===== src/rtl/dbg_mode_pkg.sv =====
package dbg_mode_pkg;
  localparam int unsigned CAUSE_W = 16;
  typedef enum logic {MODE_RUN = 1'b0, MODE_DBG = 1'b1} mode_e;
endpackage


===== src/rtl/dbg_cause_reg.sv =====
module dbg_cause_reg #(
  parameter int unsigned W = 16,
  parameter logic [W-1:0] BP_MASK = 'h3,
  parameter int unsigned EXT_BIT = 15
) (
  input  logic         clk_i,
  input  logic         rst_ni,
  input  logic         dbg_i,
  input  logic         ee_i,
  input  logic [W-1:0] event_i,
  input  logic         ext_irq_i,
  input  logic         rd_i,
  input  logic         mask_we_i,
  input  logic [W-1:0] mask_i,
  output logic [W-1:0] cause_o,
  output logic         rec_any_o,
  output logic         pend_o
);
  logic [W-1:0] cause_q, mask_q, rec;

  always_comb begin
    rec = event_i & ~(dbg_i ? BP_MASK : '0);
    rec[EXT_BIT] = rec[EXT_BIT] | (ext_irq_i & ee_i);
  end

  always_ff @(posedge clk_i or negedge rst_ni) begin
    if (!rst_ni) begin
      cause_q <= '0;
      mask_q  <= '0;
    end else begin
      cause_q <= (rd_i ? '0 : cause_q) | rec;  // new events win over clear
      if (mask_we_i) mask_q <= mask_i;
    end
  end

  assign cause_o   = cause_q;
  assign rec_any_o = |rec;
  assign pend_o    = |((cause_q | rec) & mask_q);

  AST_BP_SUPPRESS: assert property (@(posedge clk_i) disable iff (!rst_ni)
    dbg_i |=> ((cause_q & ~$past(cause_q) & BP_MASK) == '0));
  AST_RD_CLEAR: assert property (@(posedge clk_i) disable iff (!rst_ni)
    (rd_i && !rec_any_o) |=> (cause_q == '0));
endmodule


===== src/rtl/dbg_mode_fsm.sv =====
module dbg_mode_fsm
  import dbg_mode_pkg::*;
(
  input  logic clk_i,
  input  logic rst_ni,
  input  logic rec_any_i,
  input  logic pend_i,
  input  logic rfi_i,
  input  logic ee_set_i,
  input  logic ee_clr_i,
  output logic dbg_o,
  output logic ee_o,
  output logic err_o,
  output logic save_we_o
);
  mode_e mode_q, mode_d;
  logic  ee_q, enter;

  assign enter = (mode_q == MODE_RUN) && pend_i;

  always_comb begin
    mode_d = mode_q;
    unique case (mode_q)
      MODE_RUN: if (pend_i) mode_d = MODE_DBG;
      MODE_DBG: if (rfi_i && !pend_i) mode_d = MODE_RUN;  // pending cause forces re-entry
      default:  mode_d = MODE_RUN;
    endcase
  end

  always_ff @(posedge clk_i or negedge rst_ni) begin
    if (!rst_ni) begin
      mode_q <= MODE_RUN;
      ee_q   <= 1'b0;
    end else begin
      mode_q <= mode_d;
      if (enter)         ee_q <= 1'b0;
      else if (ee_set_i) ee_q <= 1'b1;
      else if (ee_clr_i) ee_q <= 1'b0;
    end
  end

  assign dbg_o     = (mode_q == MODE_DBG);
  assign ee_o      = ee_q;
  assign err_o     = dbg_o && rec_any_i;
  assign save_we_o = enter;

  AST_ENTER_FREEZE: assert property (@(posedge clk_i) disable iff (!rst_ni)
    (mode_q == MODE_RUN && pend_i) |=> (mode_q == MODE_DBG));
  AST_EE_CLR_ENTRY: assert property (@(posedge clk_i) disable iff (!rst_ni)
    (mode_q == MODE_RUN && pend_i) |=> !ee_q);
  AST_EE_HOLD_DBG: assert property (@(posedge clk_i) disable iff (!rst_ni)
    (mode_q == MODE_DBG && ee_q && !ee_clr_i) |=> ee_q);
  AST_RFI_EXIT: assert property (@(posedge clk_i) disable iff (!rst_ni)
    (mode_q == MODE_DBG && rfi_i && !pend_i) |=> (mode_q == MODE_RUN));
  AST_RFI_REENTER: assert property (@(posedge clk_i) disable iff (!rst_ni)
    (mode_q == MODE_DBG && rfi_i && pend_i) |=> (mode_q == MODE_DBG));
endmodule


===== src/rtl/dbg_mode_ctrl.sv =====
module dbg_mode_ctrl
  import dbg_mode_pkg::*;
#(
  parameter int unsigned W = CAUSE_W,
  parameter logic [W-1:0] BP_MASK = 'h3,
  parameter int unsigned EXT_BIT = W - 1
) (
  input  logic         clk_i,
  input  logic         rst_ni,
  input  logic [W-1:0] event_i,
  input  logic         ext_irq_i,
  input  logic         rfi_i,
  input  logic         cause_rd_i,
  input  logic         mask_we_i,
  input  logic [W-1:0] mask_i,
  input  logic         ee_set_i,
  input  logic         ee_clr_i,
  input  logic         fetch_req_i,
  output logic [W-1:0] cause_o,
  output logic         ee_o,
  output logic         freeze_o,
  output logic         fetch_dbg_o,
  output logic         fetch_vld_o,
  output logic         err_o,
  output logic         save_we_o
);
  logic dbg, ee, rec_any, pend, err;

  dbg_cause_reg #(.W(W), .BP_MASK(BP_MASK), .EXT_BIT(EXT_BIT)) i_cause (
    .clk_i, .rst_ni, .dbg_i(dbg), .ee_i(ee), .event_i, .ext_irq_i,
    .rd_i(cause_rd_i), .mask_we_i, .mask_i, .cause_o,
    .rec_any_o(rec_any), .pend_o(pend)
  );

  dbg_mode_fsm i_fsm (
    .clk_i, .rst_ni, .rec_any_i(rec_any), .pend_i(pend), .rfi_i,
    .ee_set_i, .ee_clr_i, .dbg_o(dbg), .ee_o(ee), .err_o(err), .save_we_o
  );

  assign freeze_o    = dbg;
  assign ee_o        = ee;
  assign err_o       = err;
  assign fetch_dbg_o = fetch_req_i && dbg;
  assign fetch_vld_o = fetch_req_i && !err;  // report precedes the next fetch

  AST_FETCH_HELD: assert property (@(posedge clk_i) disable iff (!rst_ni)
    err_o |-> !fetch_vld_o);
endmodule


===== config.mk =====
export PLATFORM = sky130hd
export DESIGN_NAME = dbg_mode_ctrl
export DESIGN_NICKNAME = d
export VERILOG_FILES = /design/src/rtl/dbg_mode_pkg.sv /design/src/rtl/dbg_cause_reg.sv /design/src/rtl/dbg_mode_fsm.sv /design/src/rtl/dbg_mode_ctrl.sv
export SDC_FILE = /design/constraint.sdc
export NUM_CORES = 1
export LEC_CHECK = 0
export BUFFER_PORTS_ARGS = -buffer_cell sky130_fd_sc_hd__buf_2
export CAP_MARGIN = 30
export CELL_PAD_IN_SITES_DETAIL_PLACEMENT = 0
export CELL_PAD_IN_SITES_GLOBAL_PLACEMENT = 1
export CORE_UTILIZATION = 35
export CTS_CLUSTER_DIAMETER = 100
export DETAILED_ROUTE_END_ITERATION = 8
export GPL_ROUTABILITY_DRIVEN = 0
export HOLD_SLACK_MARGIN = 0.1
export PLACE_DENSITY_LB_ADDON = 0.25
export RECOVER_POWER = 50
export SLEW_MARGIN = 25
export SYNTH_ARGS = -nofsm -noshare
export SYNTH_HDL_FRONTEND = slang
export SYNTH_SLANG_ARGS = --single-unit

===== constraint.sdc =====
create_clock -name clk_i -period 2 [get_ports clk_i]
set_input_delay 0.5 -clock clk_i [delete_from_list [all_inputs] [get_ports clk_i]]
set_output_delay 0.5 -clock clk_i [all_outputs]
set_load 0.02 [all_outputs]

# --- After elaboration in Yosys (flattened, before gate mapping) ---
# Index checks and enable logic that the tools add are counted.
totals:
  word_cells: 30
  output_inout_bits: 22
  regBits: 34
  input_bits: 41
classes:
  bitwise_logic: 8
  reduce_logical: 10
  n_mux: 8
op_table:
  columns: ["operator", "count"]
  rows:
  - ["$and A16 B16 Y16", 2]
  - ["$or A16 B16 Y16", 2]
  - ["$reduce_or A16 Y1", 2]
  - ["$mux W16", 1]
  - ["$not A16 Y16", 1]
  - ["$logic_and A1 B1 Y1", 5]
  - ["$mux W1", 5]
  - ["$reduce_bool A3 Y1", 1]
  - ["$logic_not A1 Y1", 2]
  - ["$mux W2", 1]
  - ["$pmux W1 S2", 1]
  - ["$and A1 B1 Y1", 1]
  - ["$not A1 Y1", 1]
  - ["$or A1 B1 Y1", 1]

# --- Longest topological paths before layout ---
depth:
  depth_word: 11
  ltp_mapped: 4
  ltp_nobuf: 4

# --- Modules after synthesis ---
# From an unflattened synthesis, not the netlist that was laid out.
hier_totals:
  cells_unflattened: 112
  hier_area_um2: 1421.4
modules_own_cells:
  columns: ["module", "area_each_um2", "n_inst", "cells_per_inst", "seq_area_each_um2"]
  rows:
  - ["dbg_cause_reg", 1293.7, 1, 101, 800.8]
  - ["dbg_mode_fsm", 107.6, 1, 9, 50.0]
  - ["dbg_mode_ctrl", 20.0, 1, 2, 0.0]

# --- Worst setup path after synthesis ---
# Ideal clock, no wire load.
synth_timing:
  kind: "input -> output"
  start: "input event_i[12]"
  end: "output fetch_vld_o"
  stages: 4
  slack_ps: -46
  n_path_buf: 0
  arrival_ps: 1546
  required_ps: 1500
  cell_sequence: "nor4_1 > nand4_1 > o41a_1 > nor2b_2"
synth_via:
  elab_chain_len: 5
synth_rtl:
  columns: ["element", "line", "source"]
  rows:
  - ["from (decl)", "dbg_mode_ctrl.sv:10", "input logic [W-1:0] event_i,"]
  - ["$and A16 B16 Y16", "dbg_cause_reg.sv:22", "rec = event_i & ~(dbg_i ? BP_MASK : '0);"]
  - ["$reduce_or A16 Y1", "dbg_cause_reg.sv:37", "assign rec_any_o = |rec;"]
  - ["$logic_and A1 B1 Y1", "dbg_mode_fsm.sv:44", "assign err_o = dbg_o && rec_any_i;"]
  - ["net err_o", "dbg_mode_ctrl.sv:24", "output logic err_o,"]
  - ["$logic_not A1 Y1", "dbg_mode_ctrl.sv:44", "assign fetch_vld_o = fetch_req_i && !err;"]
  - ["$logic_and A1 B1 Y1", "dbg_mode_ctrl.sv:44", null]
  - ["to (decl)", "dbg_mode_ctrl.sv:23", "output logic fetch_vld_o,"]
# The timed path passes the listed nets, and every way through them passes these cells.

# --- Worst setup path in the final report ---
layout_timing:
  start: "input event_i[4]"
  end: "output fetch_vld_o"
layout_via:
  elab_chain_len: 5
layout_rtl:
  columns: ["element", "line"]
  rows:
  - ["$and A16 B16 Y16", "dbg_cause_reg.sv:22"]
  - ["$reduce_or A16 Y1", "dbg_cause_reg.sv:37"]
  - ["$logic_and A1 B1 Y1", "dbg_mode_fsm.sv:44"]
  - ["$logic_not A1 Y1", "dbg_mode_ctrl.sv:44"]
  - ["$logic_and A1 B1 Y1", "dbg_mode_ctrl.sv:44"]
# Every way passes these cells.

==> flow_summary_export.csv <==
group,metric,value,unit
outcome,outcome,"finished, violations left",
outcome,violations,"setup timing",
detailed_routing,first_pass_iters,4,
die,core,3799,um2
setup_path,rr_worst_depth,4,
clocking,cts_buffers,5,
grt,grt_pass1_wl,5823,um
power,finalPower,1.538,mW
logic_synthesis,synth_enable_flop_cells,0,
placed_design,placed_cell_area,1884,um2
timing,timing.slew.headroom,33.34,%
setup_path,critical_path_class,"primary input to output port",
clocking,htree_levels,2,
clocking,cts_sinks,34,
cells_and_area,drive_gt1_share,53.30,%
die,initial_core_util,37.91,%
run,maxCapViolCount,0,
logic_synthesis,synth_top_area_cell,"dfrtp_1",
logic_synthesis,seq_area_frac_synth,59.08,%
die,die_x,66.15,um
timing,layout_setup_ws,-0.1543,ns
logic_synthesis,synthArstFlopShare,100.0,%
grt,grt_max_degree,35,
setup_path,rrSetupSlack,0.55,ns
setup_path,r2r-start,"i_cause.cause_o[8]",
placed_design,hpwl,2656,um
grt,grt_pass1_vias,1266,
grt,grt-ovfl-total,0,
detailed_routing,vias,1224,
clocking,clk_path_buf_depth,2,
logic_synthesis,yosysMostFrequentCell,"dfrtp_1",
grt,grt.total_usage,18.36,%
timing,hold_viol,0,
timing,fin_setup_tns,-0.3862,ns
die,io_pins,63,
worst_hold_path,hp-class,"primary input to asynchronous set/reset pin",
cells_and_area,fin_util,54.68,%
timing,worst_pin_slew,0.9999,ns
logic_synthesis,ys_types,25,
timing,fmax,464.2,MHz
die,dieArea,4375,um2
detailed_routing,drc_errors,0,
cells_and_area,stdcell_area,2077,um2
timing,clock_skew,0.004058,ns
setup_path,worstPathRequired,1.50,ns
setup_path,cp.arrival,1.65,ns
detailed_routing,ant_nets,0,
clocking,clk_pin_slew,0.07,ns
setup_path,endpoint,"fetch_vld_o",
power,vdd_drop_max,368.7,uV
clocking,worstSkewPairLatency,0.28,ns
logic_synthesis,syn_area_per_cell,12.41,um2
logic_synthesis,syn_nets,157,
logic_synthesis,ys.flop_type,"dfrtp_1",
logic_synthesis,synth_warnings,0,
logic_synthesis,synth_top_area_share,59.08,%
setup_path,end_kind,"output port",
grt,antenna_found_initial,0,
clocking,cts_tree,"built",
detailed_routing,drt_iter0_markers,55,
logic_synthesis,synth_commonest_cells,"dfrtp_1, a21o_1, mux2_2",
setup_path,worstReg2RegEnd,"i_fsm.ee_o",
setup_path,startpoint,"event_i[4]",
die,dieHeight,66.15,um
placed_design,numPortBuffers,62,
setup_path,path_max_fanout,2,
timing,fin_crit,2.154,ns
timing,fin_hold_ws,0.3047,ns
power,powerDensity,740.4,nW/um2
timing,fin_crit_sh,107.7,%
die,rows,22,
timing,rsz0062_at_grt,"yes",
detailed_routing,wirelength,3578,um
timing,maxSlewViolCount,0,
power,p_leak,0.9984,nW
detailed_routing,post_drt_wl_per_cell,14.60,um
logic_synthesis,yosys-top-cells-area,"dfrtp_1, mux2_2, a21o_1",
cells_and_area,syn_to_final_growth,44.22,%
detailed_routing,avgViaCountPerCell,4.996,
setup_path,worstSetupStartpointType,"primary input",
logic_synthesis,synthCells,116,
cells_and_area,n_antenna_cell,0,
logic_synthesis,synth_area,1440,um2
logic_synthesis,yosys_register_bits,34,
cells_and_area,num-nets-final,237,
clocking,cts-root-buf,"clkbuf_8",
timing,finalSetupViolations,3,
## layout by cell type (no fill, tap or decap), types with 2 or more instances in the layout
cell type	instances
mux2_2	15
buf_2	54
inv_1	4
nor4_4	2
nand2_1	2
clkbuf_8	6
nand2b_1	2
nor2b_1	2
buf_6	4
clkbuf_1	2
nand4_1	6
o21ai_1	8
o21ai_0	9
nor2_1	2
buf_4	15
dfrtp_1	34
a21oi_2	2
a21o_1	15
## worst min path at each step
| stage | from | end | slack [ns] | cells past startpoint |
|---|---|---|---|---|
| after global routing | rst_ni | i_cause.mask_q[0] | 0.38 | 1 |
| after CTS | rst_ni | i_cause.mask_q[0] | 0.31 | 1 |
| after floorplan | rst_ni | i_cause.cause_o[0] | 0.20 | 0 |
| after detailed placement | i_cause.cause_o[6] | i_cause.cause_o[6] | 0.49 | 1 |
| final | rst_ni | i_cause.mask_q[0] | 0.30 | 1 |
| after global placement | i_cause.cause_o[1] | i_cause.cause_o[1] | 0.48 | 1 |
## report_power, final
group	total (mW)	internal, mW	switching (mW)
logic	0.263	0.129	0.134
clock network	0.502	0.277	0.225
registers	0.773	0.741	0.0317
## critical path, cell delays in order
cell     delay, ns
buf_8         0.10
nor4_4        0.29
nand4_1       0.14
o41a_1        0.38
nor2b_4       0.13
buf_6         0.12
## final cells by class
| cell class | instances | area [um2] |
|---|---|---|
| repair buffers | 76 | 451.7 |
| inverters | 4 | 15.01 |
| flip-flops and latches | 34 | 850.8 |
| well taps | 48 | 60.06 |
| clock buffers | 7 | 86.33 |
| clock inverters | 1 | 5.005 |
| multi-input cells | 75 | 608.1 |
| fillers | 355 | 1722 |
## state kept, by name, indices dropped and copies added, names as in the netlist
| name | cells |
|---|---|
| i_cause.mask_q | 16 |
| i_fsm.ee_o | 1 |
| i_cause.cause_o | 16 |
| i_fsm.dbg_o | 1 |
## metrics by stage
stage / setup WS, ns / cells
CTS: -0.2255 / 244
global placement: -0.2890 / 234
floorplan: -0.009424 / 116
global route: -0.2123 / 245
detailed placement: -0.3352 / 234
finish: -0.1543 / 245
## logic make-up after synthesis
group	Yosys count	synth area share [%]
compound gates	39	17.81
flops	34	59.08
simple gates	21	9.384
mux	15	11.73
buf+inv	7	1.998
## routing by layer
metal	routed length (um)	track usage, %	up-vias
met5	0	0	-
met4	31	5.585	0
li1	-	-	586
met2	1844	31.51	41
met3	209	4.483	4
met1	1492	22.63	593
## timing repair
| item | in CTS | in global routing |
|---|---|---|
| pin swaps | 5 | 2 |
| buffers inserted | 2 | 1 |
| resized for setup | 16 | 7 |
| setup endpoints to repair | 3 | 3 |
| hold buffers | 0 | 0 |
Power figures use the tool's default switching activity.
